==> src/rtl/sg_pkg.sv <==
package sg_pkg;
  localparam int BYTE_W = 8;
  localparam int N_ALM  = 2;

  localparam int POS_BAT  = 7;
  localparam int POS_AL1  = 6;
  localparam int POS_AL0  = 5;
  localparam int POS_OSCF = 4;
  localparam int POS_RSV  = 3;
  localparam int POS_RWEL = 2;
  localparam int POS_WEL  = 1;
  localparam int POS_RTCF = 0;

  localparam logic [BYTE_W-1:0] PAT_ARM1  = 8'h02;
  localparam logic [BYTE_W-1:0] PAT_ARM2  = 8'h06;
  localparam logic [BYTE_W-1:0] PAT_DISARM = 8'h00;

  typedef enum logic [1:0] {
    LAT_HOLD   = 2'd0,
    LAT_ARM1   = 2'd1,
    LAT_ARM2   = 2'd2,
    LAT_DISARM = 2'd3
  } lat_op_e;

  function automatic lat_op_e decode_lat(input logic [BYTE_W-1:0] d);
    lat_op_e op;
    if (d == PAT_ARM1)        op = LAT_ARM1;
    else if (d == PAT_ARM2)   op = LAT_ARM2;
    else if (d == PAT_DISARM) op = LAT_DISARM;
    else                      op = LAT_HOLD;
    return op;
  endfunction
endpackage

==> src/rtl/sg_sync.sv <==
module sg_sync #(
  parameter int          W       = 1,
  parameter int          STAGES  = 2,
  parameter logic [W-1:0] RST_VAL = '0
) (
  input  logic         clk,
  input  logic         rst_n,
  input  logic [W-1:0] d,
  output logic [W-1:0] q
);
  logic [W-1:0] pipe_q [STAGES];
  logic [W-1:0] pipe_d [STAGES];

  genvar s;
  generate
    for (s = 0; s < STAGES; s++) begin : g_stage
      if (s == 0) begin : g_first
        always_comb pipe_d[s] = d;
      end else begin : g_rest
        always_comb pipe_d[s] = pipe_q[s-1];
      end

      always_ff @(posedge clk or negedge rst_n) begin
        if (!rst_n) pipe_q[s] <= RST_VAL;
        else        pipe_q[s] <= pipe_d[s];
      end
    end
  endgenerate

  assign q = pipe_q[STAGES-1];
endmodule

==> src/rtl/sg_latch_seq.sv <==
module sg_latch_seq
  import sg_pkg::*;
(
  input  logic              clk,
  input  logic              rst_n,
  input  logic              wr_sr,
  input  logic [BYTE_W-1:0] wdata,
  output logic              wel,
  output logic              rwel
);
  lat_op_e op;
  logic    wel_q, wel_d;
  logic    rwel_q, rwel_d;
  logic    lat_en;

  always_comb begin
    op     = decode_lat(wdata);
    lat_en = wr_sr;
    wel_d  = wel_q;
    rwel_d = rwel_q;
    case (op)
      LAT_ARM1: begin
        wel_d  = 1'b1;
        rwel_d = 1'b0;
      end
      LAT_ARM2: begin
        if (wel_q) rwel_d = 1'b1;
      end
      LAT_DISARM: begin
        wel_d  = 1'b0;
        rwel_d = 1'b0;
      end
      default: begin
        wel_d  = wel_q;
        rwel_d = rwel_q;
      end
    endcase
  end

  always_ff @(posedge clk or negedge rst_n) begin
    if (!rst_n) begin
      wel_q  <= 1'b0;
      rwel_q <= 1'b0;
    end else if (lat_en) begin
      wel_q  <= wel_d;
      rwel_q <= rwel_d;
    end
  end

  assign wel  = wel_q;
  assign rwel = rwel_q;
endmodule

==> src/rtl/sg_alarm_bank.sv <==
module sg_alarm_bank #(
  parameter int N = 2
) (
  input  logic         clk,
  input  logic         rst_n,
  input  logic [N-1:0] hit,
  input  logic         snap_en,
  input  logic         clr_en,
  output logic [N-1:0] flags
);
  logic [N-1:0] flag_q, flag_d;
  logic [N-1:0] snap_q, snap_d;

  genvar i;
  generate
    for (i = 0; i < N; i++) begin : g_alm
      always_comb begin
        snap_d[i] = snap_en ? flag_q[i] : snap_q[i];
        flag_d[i] = flag_q[i];
        if (clr_en && snap_q[i]) flag_d[i] = 1'b0;
        if (hit[i])              flag_d[i] = 1'b1;
      end

      always_ff @(posedge clk or negedge rst_n) begin
        if (!rst_n) begin
          flag_q[i] <= 1'b0;
          snap_q[i] <= 1'b0;
        end else begin
          flag_q[i] <= flag_d[i];
          snap_q[i] <= snap_d[i];
        end
      end
    end
  endgenerate

  assign flags = flag_q;
endmodule

==> src/rtl/sg_addr_ptr.sv <==
module sg_addr_ptr #(
  parameter int              ADDR_W  = 6,
  parameter logic [ADDR_W-1:0] SR_ADDR = '1
) (
  input  logic              clk,
  input  logic              rst_n,
  input  logic [ADDR_W-1:0] bus_addr,
  input  logic              bus_wr,
  input  logic              rd_start,
  input  logic              rd_cur,
  input  logic              rd_done,
  output logic [ADDR_W-1:0] ptr,
  output logic              sr_rd_begin,
  output logic              sr_rd_end
);
  logic [ADDR_W-1:0] ptr_q, ptr_d;
  logic              act_q, act_d;
  logic [ADDR_W-1:0] target;
  logic              done_ok;

  always_comb begin
    target      = rd_cur ? ptr_q : bus_addr;
    done_ok     = rd_done && act_q;
    ptr_d       = ptr_q;
    act_d       = act_q;
    sr_rd_begin = 1'b0;
    sr_rd_end   = 1'b0;
    if (bus_wr) begin
      ptr_d = bus_addr + 1'b1;
      act_d = 1'b0;
    end else if (rd_start) begin
      ptr_d       = target;
      act_d       = 1'b1;
      sr_rd_begin = (target == SR_ADDR);
    end else if (done_ok) begin
      ptr_d     = ptr_q + 1'b1;
      act_d     = 1'b0;
      sr_rd_end = (ptr_q == SR_ADDR);
    end
  end

  always_ff @(posedge clk or negedge rst_n) begin
    if (!rst_n) begin
      ptr_q <= '0;
      act_q <= 1'b0;
    end else begin
      ptr_q <= ptr_d;
      act_q <= act_d;
    end
  end

  assign ptr = ptr_q;
endmodule

==> src/rtl/stat_guard_reg.sv <==
module stat_guard_reg
  import sg_pkg::*;
#(
  parameter int              ADDR_W      = 6,
  parameter logic [ADDR_W-1:0] SR_ADDR     = 6'h3F,
  parameter int              SYNC_STAGES = 2
) (
  input  logic              clk,
  input  logic              rst_n,
  input  logic [ADDR_W-1:0] bus_addr,
  input  logic [BYTE_W-1:0] bus_wdata,
  input  logic              bus_wr,
  input  logic              rd_start,
  input  logic              rd_cur,
  input  logic              rd_done,
  input  logic [N_ALM-1:0]  alm_hit,
  input  logic              on_backup,
  input  logic              osc_bad,
  input  logic              pwr_lost,
  output logic [BYTE_W-1:0] stat_byte,
  output logic [ADDR_W-1:0] cur_ptr,
  output logic              wr_permit,
  output logic              guard_we,
  output logic              wr_ack,
  output logic              op_end
);
  localparam int HW_W = 3;
  localparam logic [HW_W-1:0] HW_RST = 3'b001;

  logic             addr_is_sr;
  logic             wr_sr;
  logic             wel, rwel;
  logic [N_ALM-1:0] al_flags;
  logic             sr_rd_begin, sr_rd_end;
  logic [HW_W-1:0]  hw_raw, hw_sync;
  logic             op_end_q, op_end_d;

  assign addr_is_sr = (bus_addr == SR_ADDR);
  assign wr_sr      = bus_wr && addr_is_sr;

  sg_latch_seq u_latch (
    .clk   (clk),
    .rst_n (rst_n),
    .wr_sr (wr_sr),
    .wdata (bus_wdata),
    .wel   (wel),
    .rwel  (rwel)
  );

  sg_addr_ptr #(
    .ADDR_W  (ADDR_W),
    .SR_ADDR (SR_ADDR)
  ) u_ptr (
    .clk         (clk),
    .rst_n       (rst_n),
    .bus_addr    (bus_addr),
    .bus_wr      (bus_wr),
    .rd_start    (rd_start),
    .rd_cur      (rd_cur),
    .rd_done     (rd_done),
    .ptr         (cur_ptr),
    .sr_rd_begin (sr_rd_begin),
    .sr_rd_end   (sr_rd_end)
  );

  sg_alarm_bank #(
    .N (N_ALM)
  ) u_alm (
    .clk     (clk),
    .rst_n   (rst_n),
    .hit     (alm_hit),
    .snap_en (sr_rd_begin),
    .clr_en  (sr_rd_end),
    .flags   (al_flags)
  );

  assign hw_raw = {on_backup, osc_bad, pwr_lost};

  sg_sync #(
    .W       (HW_W),
    .STAGES  (SYNC_STAGES),
    .RST_VAL (HW_RST)
  ) u_sync (
    .clk   (clk),
    .rst_n (rst_n),
    .d     (hw_raw),
    .q     (hw_sync)
  );

  always_comb op_end_d = wr_sr || sr_rd_end;

  always_ff @(posedge clk or negedge rst_n) begin
    if (!rst_n) op_end_q <= 1'b0;
    else        op_end_q <= op_end_d;
  end

  always_comb begin
    stat_byte           = '0;
    stat_byte[POS_BAT]  = hw_sync[2];
    stat_byte[POS_AL1]  = al_flags[1];
    stat_byte[POS_AL0]  = al_flags[0];
    stat_byte[POS_OSCF] = hw_sync[1];
    stat_byte[POS_RSV]  = 1'b0;
    stat_byte[POS_RWEL] = rwel;
    stat_byte[POS_WEL]  = wel;
    stat_byte[POS_RTCF] = hw_sync[0];
  end

  assign wr_permit = wel && rwel;
  assign guard_we  = bus_wr && !addr_is_sr && wr_permit;
  assign wr_ack    = bus_wr;
  assign op_end    = op_end_q;
endmodule

==> config.mk <==
export PLATFORM = sky130hd
export DESIGN_NAME = stat_guard_reg
export DESIGN_NICKNAME = d
export VERILOG_FILES = /design/src/rtl/sg_pkg.sv /design/src/rtl/sg_sync.sv /design/src/rtl/sg_latch_seq.sv /design/src/rtl/sg_alarm_bank.sv /design/src/rtl/sg_addr_ptr.sv /design/src/rtl/stat_guard_reg.sv
export SDC_FILE = /design/constraint.sdc
export NUM_CORES = 1
export LEC_CHECK = 0
export ABC_AREA = 1
export BUFFER_PORTS_ARGS = -buffer_cell sky130_fd_sc_hd__buf_2
export CAP_MARGIN = 20
export CORE_MARGIN = 2
export CORE_UTILIZATION = 39
export DETAILED_ROUTE_END_ITERATION = 6
export GPL_TIMING_DRIVEN = 0
export PLACE_DENSITY = 0.65
export SYNTH_ARGS = -nofsm -noshare
export SYNTH_HDL_FRONTEND = slang
export SYNTH_SLANG_ARGS = --single-unit
==> constraint.sdc <==
create_clock -name clk -period 1.39 [get_ports clk]
set_input_delay 0.278 -clock clk [delete_from_list [all_inputs] [get_ports clk]]
set_output_delay 0.278 -clock clk [all_outputs]
set_load 0.02 [all_outputs]
==> summary.txt, run 1 <==
Floorplan
  • Initial Util: 40.3%
  • Die area: 3560 sq um
  • Ports: 43
  • Die W: 59.7 microns
  • Site row count: 20
  • Die Ht: 59.7 microns
  • Core area: 3000 sq um

Cells and area
  • Layout cells sized above 1: 35.5%
  • FF/Latch Area: 504 sq um
  • Area of the multi-input gates: 627 sq um
  • N_diodes: 0
  • Fillers: 284
  • Non-Filler Instances: 244
  • Area growth syn-to-layout: 31.3%
  • Nets: 239

Placement
  • Port Buffers: 40
  • Placed cell count: 235
  • DP HPWL: 2220 microns
  • Routability Congestion: 0.876

Worst setup path
  • R2r worst-path depth: 5
  • Worst-path fanout max: 4
  • CP arrival: 1070 ps
  • Critical Setup Path Class: primary input to output pin
  • Critical Path, Cell by Cell: buf_2 > ha_2 > nand3_2 > nor2_4 > nor3_2 > buf_4
  • Crit. End Element: output pin
  • Max stage delay on crit path: 200 ps
  • Critical Path Start Type: primary input
  • Slowest cell on crit path: ha_2
  • Worst EP required: 1110 ps

Timing
  • Final Hold Violating Endpoints: 0
  • Fin crit share: 97.1%
  • Final setup violation count: 0
  • Setup TNS: 0 ps
  • Max Clock Freq: 0.741 GHz
  • RSZ-0062 raised after global routing: true
  • Min Tclk post-route: 1350 ps
  • Clk_skew: 6.77 ps
  • Slew Viols, Final: 0

Clock network
  • CTS buffer count: 3
  • # H-tree levels: 1
  • Worst-path clk slew: 120 ps
  • Clock tree from TritonCTS: built
  • Clock Path Buffers: 2
  • Clk_lat worst skew: 300 ps
  • Clk sinks: 20
  • Root Driver: clkbuf_4

Route
  • Detailed-route wire length: 2890 microns
  • DR DRC count: 0
  • First drt pass iteration count: 4
  • Vias/cell: 5.04
  • Initial drt markers: 39
  • Antenna Nets Post-Route: 0
  • Vias post-DR: 1230
  • Drt wl/cell: 11.8 microns

Power
  • Static leakage: 0.827 nW
  • Peak VDD IR: 0.695 mV
  • Pwr per Cell Area: 988 nW/um^2

Job
  • Max Cap Viol: 0

Global route
  • Vias in the first global route: 1132
  • GRT Residual Overflow: 0
  • All-Layer GR Usage: 17.4%
  • Largest net degree at the start of global routing: 21
  • Initial antenna violation count: 0
  • Global-route wire length before repair: 4750 microns

Run status
  • Run status: finished clean

Synth
  • Register bit total from synthesis: 20
  • Mapped Avg Cell Area: 7.47 sq um
  • Synthesized cell area: 1210 sq um
  • Sequential area share after synthesis: 41.6%
  • Yosys Warn Count: 0
  • Cells after synthesis: 162
  • Mapped Nets: 189
  • Distinct cells, synth: 27

Hold path
  • Tightest Hold Check Type: primary input to flip-flop
  • Hold path depth: 1
where the power goes:
group | internal [mW] | switching [mW]
logic | 0.163 | 0.243
registers | 0.635 | 0.0554
clock network | 0.291 | 0.182
routing by layer:
| metal | up-vias | share of wire [%] | global-route usage (%) |
|---|---|---|---|
| li1 | 621 | - | - |
| met1 | 572 | 45 | 22.9 |
| met2 | 35 | 49 | 29.0 |
| met3 | 2 | 5.7 | 4.11 |
| met4 | 0 | 0.42 | 4.13 |
| met5 | - | 0 | 0 |
sequential cells by signal (all words and copies together), names as in the netlist:
signal and flops:
u_alm.flags 2, u_latch.rwel 1, u_sync.q 3, u_alm.snap_q 2, u_sync.pipe_d 3, op_end 1
u_ptr.ptr 6, u_latch.wel 1, u_ptr.act_q 1
what timing repair did:
item	4_1_cts	5_1_grt
pin swaps	0	4
endpoints found under the hold margin	18	0
endpoints found under the setup margin	3	4
resized for setup	4	10
hold buffers	1	0
cloned	0	0
setup buffers	2	2
cell usage in the layout (no fill, tap or decap), drive strengths merged:
| cell type | instances |
|---|---|
| o21bai | 2 |
| dfstp | 2 |
| dfrtp | 18 |
| clkbuf | 3 |
| inv | 20 |
| or2 | 1 |
| a21oi | 3 |
| xnor2 | 1 |
| nor3 | 4 |
| nor2 | 15 |
| a21boi | 1 |
| o22ai | 1 |
| xor2 | 2 |
| ha | 2 |
| nand3 | 18 |
| o211ai | 2 |
| buf | 50 |
| dlygate4sd3 | 1 |
| bufinv | 1 |
| nand3b | 1 |
| nand4 | 2 |
| nand2 | 45 |
| and2 | 1 |
| conb | 1 |
| o21ai | 14 |
synthesized netlist by cell type (all sizes together):
| cell type | number | area [sq um] |
|---|---|---|
| nor3 | 4 | 42.5 |
| o211ai | 2 | 15.0 |
| o22ai | 1 | 6.26 |
| a21boi | 1 | 7.51 |
| nand3b | 1 | 7.51 |
| nand4 | 2 | 12.5 |
| nand2 | 45 | 176 |
| o21ai | 14 | 77.6 |
| a21oi | 3 | 15.0 |
| and2 | 1 | 8.76 |
| ha | 2 | 25.0 |
| inv | 20 | 75.1 |
| dfrtp | 18 | 450 |
| or2 | 1 | 6.26 |
| nand3 | 18 | 90.1 |
| o21bai | 2 | 15.0 |
| buf | 6 | 40.0 |
| conb | 1 | 3.75 |
| dfstp | 2 | 52.6 |
| xor2 | 2 | 17.5 |
| xnor2 | 1 | 8.76 |
| nor2 | 15 | 56.3 |
worst paths after layout:
path                             startpoint  slack, ps               end
max reg2reg                    u_ptr.ptr[0]         70    u_alm.flags[1]
min                                pwr_lost         60  u_sync.pipe_d[0]
min in group asynchronous             rst_n        450      u_latch.rwel
max                             bus_addr[0]         40          guard_we
max in group asynchronous             rst_n        590       u_sync.q[0]
min reg2reg                u_sync.pipe_d[0]        360       u_sync.q[0]
per-stage QoR:
| step | total power [mW] | utilization [%] | hold WS, ps | instance area (sq um) | setup slack (ps) |
|---|---|---|---|---|---|
| after floorplan | 0.930 | - | -17.6 | 1210 | 18.2 |
| after detailed placement | 1.07 | 48.5 | 255 | 1460 | -100 |
| after global placement | 1.06 | 48.5 | 246 | 1460 | -80.5 |
| after CTS | 1.56 | 51.6 | 49.6 | 1550 | 7.64 |
| after global routing | 1.67 | 52.9 | 34.4 | 1590 | -64.6 |
| final | 1.57 | 52.9 | 55.9 | 1590 | 41.0 |
area by class of cell:
| cell class | count | share of cell area, % |
|---|---|---|
| Inverter | 20 | 4.88 |
| Timing Repair Buffer | 45 | 15.5 |
| Buffer | 6 | 2.52 |
| Sequential cell | 20 | 31.7 |
| Multi-Input combinational cell | 116 | 39.4 |
| Clock inverter | 1 | 1.89 |
| Tap cell | 33 | 2.60 |
| Clock buffer | 3 | 1.42 |
cell families (layout without fill, tap and decap cells):
family                     Yosys count  after routing  synth area share (%)
AOI/OAI and AO/OA                   23             23                  11.3
xor gates and xnor gates             3              3                  2.17
adders and majority gates            2              2                  2.07
buffers and inverters               26             75                  9.51
DFF                                 20             20                  41.6
other                                1              1                 0.310
and+or+nand+nor                     87             87                  33.1
worst max-delay path: cells and delay by family:
family,cells,cell delay (ps)
simple gates,3,330
fa+ha+maj,1,200
buf+inv,2,270
Power figures use the tool's default switching activity.
==> inputs of run 2 (changes only) <==
RECOVER_POWER = 50   (was not set)
==> run 2 against run 1 <==
Combinational power is essentially flat. Non-clock buffer count is the same. Via count is the same. Die area is the same. Sequential power is essentially flat. Core utilization is the same. Worst hold slack is the same. Critical path depth is the same. Total power is the same. Flip-flop and latch count is the same. Global-route usage is the same. Critical path type unchanged. Largest cell class unchanged. Highest routed layer unchanged.
==> summary.txt, run 2 (same netlist as run 1, synthesis figures left out) <==
Timing
  • Fin crit share: 97.1% (about the same)
  • Final setup violation count: 0 (unchanged)
  • Final hold slack: 55.9 ps (unchanged)
  • Worst-margin pin slew: 527 ps
  • Clk_skew: 6.77 ps (unchanged)
  • RSZ-0062 raised after global routing: true
  • Final Hold Violating Endpoints: 0 (unchanged)
  • Max Clock Freq: 0.741 GHz (about the same)
  • Worst slew margin: 64.9%
  • Slew Viols, Final: 0 (unchanged)
  • Min Tclk post-route: 1350 ps (+0.00190 ps)

Global route
  • Global-route wire length before repair: 4750 microns (unchanged)
  • All-Layer GR Usage: 17.4% (unchanged)
  • Largest net degree at the start of global routing: 21 (unchanged)
  • GRT Residual Overflow: 0 (unchanged)
  • Vias in the first global route: 1132 (unchanged)
  • Initial antenna violation count: 0 (unchanged)

Worst setup path
  • Worst-path fanout max: 4 (unchanged)
  • Crit. End Element: output pin
  • Worst EP required: 1110 ps (about the same)
  • CP arrival: 1070 ps (about the same)
  • Critical Path Start Type: primary input
  • R2r worst-path depth: 5 (unchanged)
  • Critical Setup Path Class: primary input to output pin

Cells and area
  • Fillers: 284 (unchanged)
  • Commonest cells after routing, fill and taps aside: nand2_1, buf_2, inv_1, nand3_1, dfrtp_1
  • Non-Filler Instances: 244 (unchanged)
  • Nets: 239 (unchanged)
  • Area growth syn-to-layout: 31.3% (unchanged)
  • N_diodes: 0 (unchanged)
  • Commonest non-fill, non-tap cell in the layout: nand2_1
  • Layout cells sized above 1: 35.5% (unchanged)
  • Max reg flops: 6 (unchanged)
  • Post-layout instance area: 1590 sq um (unchanged)
  • Core Util, Final: 52.9% (unchanged)

Route
  • Detailed-route wire length: 2890 microns (about the same)
  • Initial drt markers: 39 (unchanged)
  • Drt wl/cell: 11.8 microns (about the same)
  • Vias post-DR: 1230 (unchanged)
  • Antenna Nets Post-Route: 0 (unchanged)
  • First drt pass iteration count: 4 (unchanged)
  • Vias/cell: 5.04 (unchanged)
  • DR DRC count: 0 (unchanged)

Placement
  • Routability Congestion: 0.876 (unchanged)
  • DP HPWL: 2220 microns (unchanged)
  • Placed cell count: 235 (unchanged)
  • Port Buffers: 40 (unchanged)
  • Post-DP Area: 1460 sq um (unchanged)

Floorplan
  • Die area: 3560 sq um (unchanged)
  • Core area: 3000 sq um (unchanged)
  • Die Ht: 59.7 microns (unchanged)
  • Site row count: 20 (unchanged)
  • Ports: 43 (unchanged)
  • Die W: 59.7 microns (unchanged)
  • Initial Util: 40.3% (unchanged)

Hold path
  • Tightest Hold Check Type: primary input to flip-flop
  • Hold path depth: 1 (unchanged)

Clock network
  • Worst-path clk slew: 120 ps (about the same)
  • Clk sinks: 20 (unchanged)
  • Clk_lat worst skew: 300 ps (about the same)
  • # H-tree levels: 1 (unchanged)
  • Clock tree from TritonCTS: built
  • Root Driver: clkbuf_4
  • CTS buffer count: 3 (unchanged)
  • Clock Path Buffers: 2 (unchanged)

Power
  • Peak VDD IR: 0.695 mV (about the same)
  • Static leakage: 0.827 nW (about the same)
  • Pwr per Cell Area: 988 nW/um^2 (unchanged)

Job
  • Max Cap Viol: 0 (unchanged)

Run status
  • Run status: finished clean
[run 2: path summary, 6_finish.rpt]
check                                 startpoint               end  slack [ps]
worst max-delay path                 bus_addr[0]          guard_we          40
worst max register to register      u_ptr.ptr[0]    u_alm.flags[1]          70
worst min register to register  u_sync.pipe_d[0]       u_sync.q[0]         360
worst min-delay path                    pwr_lost  u_sync.pipe_d[0]          60
max in group asynchronous                  rst_n      u_ptr.ptr[2]         540
min in group asynchronous                  rst_n      u_latch.rwel         470
[run 2: worst max-delay path, stage by stage]
cell and delay, ps:
buf_2 110, ha_2 200, nand3_2 120, nor2_4 150, nor3_2 60, buf_4 160
[run 2: metal layers]
| metal | global-route usage, % | vias up | routed length [microns] |
|---|---|---|---|
| li1 | - | 621 | - |
| met1 | 22.9 | 572 | 1300 |
| met2 | 29.0 | 35 | 1410 |
| met3 | 4.11 | 2 | 166 |
| met4 | 4.13 | 0 | 12 |
| met5 | 0 | - | 0 |
[run 2: layout make-up]
cell class / instances / area [sq um] / area share [%]
sequential: 20 / 504 / 31.7
clock buffer: 3 / 22.5 / 1.42
clock inverter: 1 / 30.0 / 1.89
timing repair buffer: 45 / 246 / 15.5
multi-input combinational: 116 / 627 / 39.4
buffer: 6 / 40.0 / 2.52
inverter: 20 / 77.6 / 4.88
tap: 33 / 41.3 / 2.60
[run 2: power breakdown]
group	internal [mW]	switching, mW
Combinational	0.163	0.243
Clock	0.291	0.182
Sequential	0.635	0.0554
Total	1.09	0.481
[run 2: metrics by stage]
stage                     setup TNS, ps  power, mW  setup WS, ps
after floorplan                       0      0.930          18.2
after global placement            -97.7       1.06         -80.5
after detailed placement           -183       1.07          -100
after CTS                             0       1.56          7.64
after global routing               -100       1.67         -64.6
final                                 0       1.57          41.0
[run 2: what timing repair did]
item,4_1_cts,5_1_grt
hold buffers,1,0
endpoints found under the setup margin,3,4
setup buffers,2,2
resized for setup,4,10
pin swaps,0,4
endpoints found under the hold margin,18,0
==> inputs of run 3 (changes only) <==
PLACE_DENSITY = not set   (was 0.65)
SYNTH_HIERARCHICAL = 1   (was not set)
==> run 3 against run 2 <==
Area after synthesis rose by 6.5%. Combinational power is 5.9% lower. Sequential power shrank 1%. Clock-buffer cell count stayed put. Highest routed layer unchanged.
==> summary.txt, run 3 <==
Run status
  • Run status: finished clean

Cells and area
  • Fillers: 315 (+11%)
  • Max reg flops: 6 (unchanged)
  • N_diodes: 0 (unchanged)
  • Core Util, Final: 55.7% (+2.8 points)
  • Layout cells sized above 1: 35.6% (about the same)
  • Area growth syn-to-layout: 34.2%
  • Commonest non-fill, non-tap cell in the layout: nand2_1
  • Commonest cells after routing, fill and taps aside: nand2_1, buf_2, inv_1, dfrtp_1, nor2_1
  • Nets: 267 (+12%)

Route
  • Drt wl/cell: 10.3 microns (-13%)
  • First drt pass iteration count: 4 (unchanged)
  • Detailed-route wire length: 2910 microns (+0.83%)
  • DR DRC count: 0 (unchanged)
  • Vias/cell: 4.69 (-7.1%)
  • Initial drt markers: 63 (+62%)
  • Vias post-DR: 1326 (+7.8%)
  • Antenna Nets Post-Route: 0 (unchanged)

Floorplan
  • Ports: 43 (unchanged)
  • Die W: 61.5 microns (+3.0%)
  • Site row count: 20 (unchanged)
  • Die Ht: 61.5 microns (+3.0%)
  • Initial Util: 41.5% (+1.2 points)
  • Core area: 3100 sq um (+3.3%)
  • Die area: 3780 sq um (+6.1%)

Global route
  • Global-route wire length before repair: 4830 microns (+1.6%)
  • Gr busiest metal: met2
  • GRT Residual Overflow: 0 (unchanged)
  • Met1 Resource Use GR: 20.1% (-2.8 points)
  • All-Layer GR Usage: 16.7% (-0.72 points)
  • Global Route met2 Usage: 30.7% (+1.6 points)
  • Largest net degree at the start of global routing: 21 (unchanged)
  • Initial antenna violation count: 0 (unchanged)
  • Vias in the first global route: 1199 (+5.9%)
  • Met3 Track Usage GR: 4.62% (+0.51 points)

Clock network
  • Clock tree from TritonCTS: built
  • CTS buffer count: 3 (unchanged)
  • # H-tree levels: 1 (unchanged)
  • Worst-path clk slew: 120 ps (about the same)
  • Clock Path Buffers: 2 (unchanged)
  • Clk sinks: 20 (unchanged)
  • Root Driver: clkbuf_4
  • Clk_lat worst skew: 300 ps (about the same)

Synth
  • Distinct cells, synth: 27 (unchanged)
  • Mapped Nets: 212 (+12%)
  • Top cells by count, synth: nand2_1, inv_1, dfrtp_1, nor2_1, nand3_1
  • Mapped Avg Cell Area: 6.97 sq um (-6.7%)
  • Register bit total from synthesis: 20 (unchanged)
  • Synthesized cell area: 1290 sq um (+6.5%)
  • Dominant cell type by area after synthesis: dfrtp_1
  • Post-synth EDFFs: 0 (unchanged)
  • Synth Flop Type: dfrtp_1
  • Top-count cell post-synth: nand2_1
  • Cells after synthesis: 185 (+14%)
  • Asr flop ratio synth: 100% (unchanged)
  • Synth area leaders: dfrtp_1, nand2_1, inv_1, nand3_1, nor2_1
  • Sequential area share after synthesis: 39.0% (-2.5 points)
  • Yosys Warn Count: 6 (+6)
  • Synth top area share: 35.0% (-2.3 points)

Worst setup path
  • Critical Setup Path Class: flip-flop to output pin
  • Worst EP required: 1110 ps (about the same)
  • CP arrival: 1110 ps (+40 ps)
  • Crit. End Element: output pin
  • Worst-path fanout max: 2 (-2)
  • CP startpoint: u_latch/rwel
  • Worst r2r src: u_ptr/ptr[4]
  • Critical Path Start Type: flip-flop

Timing
  • Fin crit share: 99.7% (+2.7 points)
  • Final hold slack: 54.7 ps (-1.22 ps)
  • Slew Viols, Final: 0 (unchanged)
  • Min Tclk post-route: 1390 ps (+37.0 ps)
  • Clk_skew: 12.2 ps (+5.41 ps)
  • Final worst slack: 3.92 ps (-37.0 ps)
  • Max Clock Freq: 0.721 GHz (-2.7%)
  • Final setup violation count: 0 (unchanged)
  • RSZ-0062 raised after global routing: true
  • Final Hold Violating Endpoints: 0 (unchanged)

Hold path
  • Tightest Hold Check Type: primary input to flip-flop
  • HP Start: pwr_lost

Power
  • Peak VDD IR: 0.871 mV (+25%)
  • Static leakage: 0.941 nW (+14%)
  • Pwr per Cell Area: 889 nW/um^2 (-10%)

Placement
  • DP HPWL: 2250 microns (+1.3%)
  • Dpl ws: -75.7 ps (+24.6 ps)
  • Port Buffers: 41 (+2.5%)
  • Routability Congestion: 0.783 (-11%)

Job
  • Max Cap Viol: 0 (unchanged)
==> run 3: cell count changes after synthesis, moves of 3 or more <==
cell / before / now
o21ai_0: 12 / 9
nand3_1: 18 / 15
o21ai_1: 0 / 4
inv_1: 18 / 31
nor2_1: 15 / 18
a21oi_1: 3 / 8
nand2_2: 3 / 0
nand2_1: 42 / 52
nor2_2: 0 / 3
==> run 3: metal layers <==
metal | wire, microns | part of all wire [%] | vias up
met4 | 17 | 0.58 | 0
met3 | 128 | 4.4 | 2
met5 | 0 | 0 | -
met2 | 1460 | 50 | 29
li1 | - | - | 683
met1 | 1310 | 45 | 612
==> run 3: report_power, final <==
part / internal, mW / switching, mW / leakage, nW / total (mW)
registers: 0.632 / 0.0504 / 0.223 / 0.682
clock network: 0.292 / 0.181 / 0.0279 / 0.473
logic: 0.154 / 0.227 / 0.690 / 0.382
total: 1.08 / 0.459 / 0.941 / 1.54
==> run 3: area by class of cell <==
type	instances	area (sq um)	area share, %
timing repair buffer	50	297	17.1
tap	44	55.1	3.18
clock inverter	1	30.0	1.74
inverter	32	120	6.95
clock buffer	3	22.5	1.30
multi-input combinational	127	651	37.6
sequential	20	505	29.2
buffer	6	48.8	2.82
==> run 3: critical path, cell delays in order, from the launching register on <==
cell,delay (ps)
dfrtp_1,380
nand2_1,70
inv_2,60
nand2_2,50
a21oi_2,90
buf_4,140
==> run 3: metrics by stage <==
step           power [mW]  std cells  area [sq um]  setup TNS, ps
3_3_place_gp         1.02        270          1550           -104
3_5_place_dp         1.03        270          1550           -146
6_report             1.54        283          1730              0
2_1_floorplan       0.894        185          1290              0
4_1_cts              1.50        278          1650          -49.2
5_1_grt              1.64        283          1730           -276
==> run 3: cells by family (layout without fill, tap and decap cells) <==
family | after synthesis | after routing | synth area share (%)
flip-flops | 20 | 20 | 39.0
AO/OA/AOI/OAI | 27 | 27 | 11.7
adder cells (fa/ha/maj) | 2 | 2 | 1.94
AND/OR/NAND/NOR | 97 | 97 | 34.0
buffers and inverters | 38 | 92 | 13.1
other | 1 | 1 | 0.291
==> run 3: path summary, 6_finish.rpt <==
path,end,slack (ps),cells past startpoint
hold reg to reg,u_sync/q[1],350,0
setup reg to reg,u_alm/snap_q[0],60,6
max in group asynchronous,u_ptr/ptr[0],580,2
setup / recovery,guard_we,4,5
min in group asynchronous,u_latch/rwel,450,2
hold / removal,u_sync/pipe_d[0],50,1
==> run 3: what timing repair did <==
action                                  4_1_cts  5_1_grt
setup buffers                                 3        5
endpoints found under the setup margin        3        9
hold buffers                                  1        0
pin swaps                                     0        4
hold endpoints to repair                     18        0
resized for setup                             5       16
